[src/rtl/rmw_pkg.sv]
package rmw_pkg;
    localparam logic [2:0] OP_LOAD  = 3'd0;
    localparam logic [2:0] OP_STORE = 3'd1;
    localparam logic [2:0] OP_TAS   = 3'd2;
    localparam logic [2:0] OP_SWAP  = 3'd3;
    localparam logic [2:0] OP_FADD  = 3'd4;
    localparam logic [2:0] OP_CAS   = 3'd5;

    typedef enum logic [1:0] {
        CLS_LOAD,
        CLS_STORE,
        CLS_ATOMIC,
        CLS_BAD
    } op_class_e;

    typedef enum logic [1:0] {
        ST_IDLE,
        ST_MODIFY,
        ST_RESP
    } rmw_state_e;
endpackage

[src/rtl/rmw_decode.sv]
module rmw_decode
    import rmw_pkg::*;
(
    input  logic [2:0] op,
    output op_class_e  cls
);
    always_comb begin
        unique case (op)
            OP_LOAD:                           cls = CLS_LOAD;
            OP_STORE:                          cls = CLS_STORE;
            OP_TAS, OP_SWAP, OP_FADD, OP_CAS:  cls = CLS_ATOMIC;
            default:                           cls = CLS_BAD;
        endcase
    end
endmodule

[src/rtl/rmw_alu.sv]
module rmw_alu
    import rmw_pkg::*;
#(
    parameter int DATA_W = 32
) (
    input  logic [2:0]        op,
    input  logic [DATA_W-1:0] old_word,
    input  logic [DATA_W-1:0] opa,
    input  logic [DATA_W-1:0] opb,
    output logic [DATA_W-1:0] new_word,
    output logic              wr_en,
    output logic              cas_ok
);
    localparam logic [DATA_W-1:0] ONE  = DATA_W'(1);
    localparam logic [DATA_W-1:0] ZERO = '0;

    always_comb begin
        new_word = old_word;
        wr_en    = 1'b0;
        cas_ok   = 1'b0;
        unique case (op)
            OP_TAS: begin
                new_word = ONE;
                wr_en    = (old_word == ZERO);
            end
            OP_SWAP: begin
                new_word = opa;
                wr_en    = 1'b1;
            end
            OP_FADD: begin
                new_word = old_word + opa;
                wr_en    = 1'b1;
            end
            OP_CAS: begin
                new_word = opb;
                cas_ok   = (old_word == opa);
                wr_en    = cas_ok;
            end
            default: ;
        endcase
    end
endmodule

[src/rtl/rmw_mem.sv]
module rmw_mem #(
    parameter int DATA_W = 32,
    parameter int DEPTH  = 16,
    localparam int ADDR_W = $clog2(DEPTH)
) (
    input  logic              clk,
    input  logic              en,
    input  logic              we,
    input  logic [ADDR_W-1:0] addr,
    input  logic [DATA_W-1:0] wdata,
    output logic [DATA_W-1:0] rdata
);
    logic [DATA_W-1:0] store_q [DEPTH];

    always_ff @(posedge clk) begin
        if (en) begin
            if (we) begin
                store_q[addr] <= wdata;
            end else begin
                rdata <= store_q[addr];
            end
        end
    end
endmodule

[src/rtl/atomic_rmw_unit.sv]
module atomic_rmw_unit
    import rmw_pkg::*;
#(
    parameter int DATA_W = 32,
    parameter int DEPTH  = 16,
    localparam int ADDR_W = $clog2(DEPTH)
) (
    input  logic              clk,
    input  logic              rst_n,
    input  logic              req_valid,
    output logic              req_ready,
    input  logic [2:0]        req_op,
    input  logic [ADDR_W-1:0] req_addr,
    input  logic [DATA_W-1:0] req_opa,
    input  logic [DATA_W-1:0] req_opb,
    output logic              rsp_valid,
    output logic [DATA_W-1:0] rsp_data,
    output logic              rsp_status,
    output logic              rsp_err
);
    rmw_state_e        state_q, state_d;
    op_class_e         req_cls;
    logic              accept;

    logic [2:0]        op_q;
    logic [ADDR_W-1:0] addr_q;
    logic [DATA_W-1:0] opa_q, opb_q, result_q;
    logic              status_q, err_q;

    logic              mem_en, mem_we;
    logic [ADDR_W-1:0] mem_addr;
    logic [DATA_W-1:0] mem_wdata, mem_rdata;

    logic [DATA_W-1:0] alu_word;
    logic              alu_we, alu_cas_ok;

    rmw_decode u_decode (
        .op  (req_op),
        .cls (req_cls)
    );

    rmw_alu #(.DATA_W(DATA_W)) u_alu (
        .op       (op_q),
        .old_word (mem_rdata),
        .opa      (opa_q),
        .opb      (opb_q),
        .new_word (alu_word),
        .wr_en    (alu_we),
        .cas_ok   (alu_cas_ok)
    );

    rmw_mem #(.DATA_W(DATA_W), .DEPTH(DEPTH)) u_mem (
        .clk   (clk),
        .en    (mem_en),
        .we    (mem_we),
        .addr  (mem_addr),
        .wdata (mem_wdata),
        .rdata (mem_rdata)
    );

    assign accept = req_valid && (state_q == ST_IDLE);

    // Single memory port: the request drives it on accept, the sequencer in MODIFY
    always_comb begin
        mem_en    = 1'b0;
        mem_we    = 1'b0;
        mem_addr  = addr_q;
        mem_wdata = alu_word;
        unique case (state_q)
            ST_IDLE: begin
                mem_addr  = req_addr;
                mem_wdata = req_opa;
                mem_en    = accept && (req_cls != CLS_BAD);
                mem_we    = accept && (req_cls == CLS_STORE);
            end
            ST_MODIFY: begin
                mem_en = alu_we;
                mem_we = alu_we;
            end
            default: ;
        endcase
    end

    // Next-state logic
    always_comb begin
        state_d = state_q;
        unique case (state_q)
            ST_IDLE: begin
                if (accept) begin
                    state_d = (req_cls == CLS_ATOMIC) ? ST_MODIFY : ST_RESP;
                end
            end
            ST_MODIFY: state_d = ST_RESP;
            ST_RESP:   state_d = ST_IDLE;
            default:   state_d = ST_IDLE;
        endcase
    end

    // State register
    always_ff @(posedge clk or negedge rst_n) begin
        if (!rst_n) begin
            state_q <= ST_IDLE;
        end else begin
            state_q <= state_d;
        end
    end

    // Request capture and result registers
    always_ff @(posedge clk or negedge rst_n) begin
        if (!rst_n) begin
            op_q     <= OP_LOAD;
            addr_q   <= '0;
            opa_q    <= '0;
            opb_q    <= '0;
            result_q <= '0;
            status_q <= 1'b0;
            err_q    <= 1'b0;
        end else begin
            if (accept) begin
                op_q     <= req_op;
                addr_q   <= req_addr;
                opa_q    <= req_opa;
                opb_q    <= req_opb;
                result_q <= '0;
                status_q <= 1'b0;
                err_q    <= (req_cls == CLS_BAD);
            end else if (state_q == ST_MODIFY) begin
                result_q <= mem_rdata;
                status_q <= alu_cas_ok;
            end
        end
    end

    // Outputs
    always_comb begin
        req_ready  = (state_q == ST_IDLE);
        rsp_valid  = (state_q == ST_RESP);
        rsp_data   = '0;
        rsp_status = 1'b0;
        rsp_err    = 1'b0;
        if (state_q == ST_RESP) begin
            rsp_data   = (op_q == OP_LOAD) ? mem_rdata : result_q;
            rsp_status = status_q;
            rsp_err    = err_q;
        end
    end
endmodule

[config.mk]
export PLATFORM = sky130hd
export DESIGN_NAME = atomic_rmw_unit
export DESIGN_NICKNAME = d
export VERILOG_FILES = /design/src/rtl/rmw_pkg.sv /design/src/rtl/rmw_decode.sv /design/src/rtl/rmw_alu.sv /design/src/rtl/rmw_mem.sv /design/src/rtl/atomic_rmw_unit.sv
export SDC_FILE = /design/constraint.sdc
export NUM_CORES = 1
export LEC_CHECK = 0
export ABC_AREA = 1
export CAP_MARGIN = 40
export CORE_ASPECT_RATIO = 1.25
export CORE_MARGIN = 1.5
export CORE_UTILIZATION = 51
export DETAILED_ROUTE_END_ITERATION = 6
export MAX_ROUTING_LAYER = met4
export PLACE_DENSITY_LB_ADDON = 0.3
export SLEW_MARGIN = 15
export SYNTH_ARGS = -nofsm -noshare
export SYNTH_HDL_FRONTEND = slang
export SYNTH_SLANG_ARGS = --single-unit
[constraint.sdc]
create_clock -name clk -period 4.6 [get_ports clk]
set_input_delay 0.92 -clock clk [delete_from_list [all_inputs] [get_ports clk]]
set_output_delay 0.92 -clock clk [all_outputs]
set_load 0.005 [all_outputs]
==> results.md <==
Floorplan:
- From left edge to right edge, the die measures 212.9 µm.
- Once the floorplan was initialized, standard cells occupied 51.39% of the core.
- The floorplan step defined a core boundary enclosing 54650 µm².
- The I/O pin count is 110.
- The placement row count is 96.
- The die is 265.4 µm tall.
- The area of the die is 56500 µm².

Synth:
- The average instance area after synthesis is 11.22 µm².
- The synthesized instance count is 2503.
- The top-area cell type share of the netlist area is 58.16%.
- When the netlist entered floorplanning its net count stood at 2609.
- Summing every instance area after synthesis gives 28090 µm².
- Among all flip-flop cells after synthesis, the most frequent one is sky130_fd_sc_hd__edfxtp_1.
- The largest total area in the synthesized netlist belongs to sky130_fd_sc_hd__edfxtp_1.
- Synthesis inferred 651 register bits.
- After synthesis, the share of flip-flops with an asynchronous set or reset is 16.44%.
- By area the synthesized netlist is led by sky130_fd_sc_hd__edfxtp_1 58%, sky130_fd_sc_hd__nand2_1 9.8%, sky130_fd_sc_hd__dfrtp_1 9.5%.
- The netlist uses 36 different library cells.
- For this run, the number of Yosys warnings is 0.
- The number of synthesized flops with an enable pin is 544.
- Sequential elements use 67.69% of the synthesized area.

GRT:
- The total routing usage reported by global routing is 29.63%.
- The number of global-route vias before repair came to 19790.
- The number of antenna violations at the first check in global routing is 5.
- Summed over all layers, the global routing overflow is 0.
- Entering global routing, the biggest net connects 129 pins.
- The first global-routing pass estimated 120400 µm of wire.

Critical path:
- The end of the critical path is rsp_data[24].
- The required time of the critical path is 3680 ps.
- The beginning of the critical path is op_q[2].
- Walking the worst path, the cells encountered are nor3_2, buf_4, o21ai_0, a21oi_1, clkdlybuf4s50_1.
- On the critical path the largest part of the delay comes from buffers and inverters.
- STA classifies the critical path endpoint as an output pin.
- Along the worst path, the maximum fanout reaches 64.
- The worst path arrival time is 2700 ps.
- The critical register-to-register path startpoint is u_mem.rdata[25].
- The critical path startpoint category is a flip-flop.
- The endpoint identified for the worst register-to-register timing path is u_mem.store_q[9][30].
- In this run the number of cells on the critical path is 5.
- The longest individual stage delay on the worst path is 610 ps.
- The logic depth of the worst register-to-register path is 11.
- The number of buffer and inverter stages on the critical path is 2.
- The slowest stage of the critical path belongs to the cell sky130_fd_sc_hd__clkdlybuf4s50_1.
- By startpoint and endpoint, the worst setup path is classified as reg -> out.
- Across all register-to-register paths, the minimum setup slack is 1230 ps.

Clock network:
- Once the clock tree was built, the resizer swapped 0 gates to a different size.
- The total of hold buffers inserted after clock tree synthesis is 0.
- For the worst-skew pair, the clock arrives at the later sink with an insertion delay of 640 ps.
- The post-CTS clock slew at the launch and capture registers of the worst setup and hold paths is 70 ps.
- TritonCTS built the clock tree.
- The root buffer cell chosen for the clock tree is sky130_fd_sc_hd__clkbuf_16.
- The clock buffer count from CTS is 60.
- The number of levels in the clock H-tree is 2.
- Buffers added to address setup during post-CTS repair amount to 0.
- The clock passes through at most 3 buffers.
- The count of clock tree sinks is 651.

Route:
- For this run, design rule violations remaining after detail routing come to 0.
- After detailed routing, the average wire length per cell comes to 23.78 µm.
- Summing over every cut layer, the via total after detailed routing is 20060.
- The detail route stage leaves a number of antenna-violating nets equal to 0.
- Wires add up to 80670 µm.
- In the routed layout, each cell is associated on average with a via count of 5.911.
- The count of routing violations after the opening detailed-route iteration is 2231.
- The first TritonRoute pass finished after 6 iterations.

Timing:
- The clock arrives with 41.96 ps of skew.
- The worst setup margin is 977.4 ps.
- The final setup violation count is 0.
- The relative slew slack is 45.37%.
- Setup repair after global routing left no endpoint under its margin.
- The maximum clock frequency is 276.0 MHz.
- The count of final max-slew check failures is 0.
- The worst-margin pin slew is 818.6 ps.
- After layout, the worst path uses 78.75% of the clock period.
- The time the worst path needs with I/O delays and setup is 3623 ps.
- The worst hold slack is 359.4 ps.
- The total count of hold-check failures in the final report is 0.
- For the final routed database, the setup TNS stands at 0 ps.

Worst hold path:
- The path class of the tightest hold or removal check is in -> async.

Power and ir drop:
- The internal power contribution is 11.34 mW.
- The net switching power is 5.930 mW.
- The combinational share of power is 28.5%.
- IR analysis of the VDD net gives a maximum drop of 0.3483 mV.
- Of the total power, registers draw 43.1%.
- The clock share of power is 28.4%.
- The power density of the placed cells is 535.5 nW/µm².
- For this design the static power due to leakage is 12.47 nW.
- Net switching is 34.34% of the power.

Finish:
- The net count of the finished layout is 2718.
- The leading cell type in the layout, fill and taps excluded is sky130_fd_sc_hd__nand2_1.
- Summing all non-filler instances in the final layout gives an area of 32250 µm².
- The growth of design area from synthesis to finish is 14.83%.
- The top cell types in the final layout, fill and taps aside, are 732 x sky130_fd_sc_hd__nand2_1, 544 x sky130_fd_sc_hd__edfxtp_1, 258 x sky130_fd_sc_hd__a22oi_1.
- Cells with a size suffix above 1 make up 6.812% of the layout.

Placed design:
- The HPWL after detailed placement is 50620 µm.
- The post-placement setup slack is 1069 ps.
- During placement, the flow inserted port buffers numbering 109.
- The congestion estimate from routability-driven global placement came to 1.022.
- The placed instances occupy a cell area of 30320 µm².

Status:
- The run finished with clean final reports.

Run:
- Across the run, the number of max-cap violations was 0.
[area by class of cell]
type	instances	area [µm²]
flip-flops and latches	651	19010
multi-input cells	1525	7950
repair buffers	170	1677
diodes	1	2.502
fillers	4416	22400
inverters	204	767.0
clock inverters	33	337.8
clock buffers	74	1585
well taps	735	919.6
[per-stage QoR]
step	total power, mW	cells	utilization, %
floorplan	10.50	2503	-
finish	17.27	3393	59.01
global placement	12.32	3282	55.42
detailed placement	12.42	3284	55.48
global route	18.08	3393	59.01
CTS	17.30	3391	59.00
[power groups by stage]
stage	logic (mW)	clock network, mW	registers (mW)
3_5_place_dp	4.85	0	7.57
4_1_cts	4.88	4.98	7.45
5_1_grt	5.39	5.21	7.48
3_3_place_gp	4.77	0	7.54
6_report	4.92	4.90	7.45
2_1_floorplan	3.03	0	7.48
[Yosys cell counts (all sizes together), types with 4 or more instances]
cell type    n
edfxtp     544
o211ai       4
ha          31
nor4         5
nand3       92
a221oi      24
nand4       47
inv        203
nor2        87
a21oi       70
nand2      732
dfrtp      107
buf         72
nor3         7
o21ai      137
a22oi      258
o2111ai      4
o22ai        7
clkbuf      51
[logic make-up (layout without fill, tap and decap cells)]
logic type	Yosys count	count (layout)	share of synthesized area [%]
and+or+nand+nor	978	978	14.09
DFF	651	651	67.69
AOI/OAI and AO/OA	511	511	11.93
buffers and inverters	327	481	4.704
adders and majority gates	32	32	1.452
xor gates and xnor gates	4	4	0.1248
other	0	1	0
[state kept, by name, indices dropped and copies added (netlist names)]
register / cells
err_q: 1
opa_q: 32
status_q: 1
u_mem.rdata: 32
u_mem.store_q: 512
addr_q: 4
opb_q: 32
op_q: 3
result_q: 32
state_q: 2
[per-layer routing]
metal  routed length, µm  GRT usage, %
met1               31970         37.86
met5                   0             -
met3                5316         3.459
met4                2752         10.08
met2               40640         49.17
[worst min path at each step]
stage	to	slack, ps	startpoint
finish	result_q[9]	360	rst_n
global route	result_q[9]	390	rst_n
CTS	result_q[9]	350	rst_n
detailed placement	opb_q[3]	470	opb_q[3]
global placement	opb_q[5]	470	opb_q[5]
floorplan	opb_q[0]	440	opb_q[0]
No activity file was read; power rests on OpenSTA's default activity.
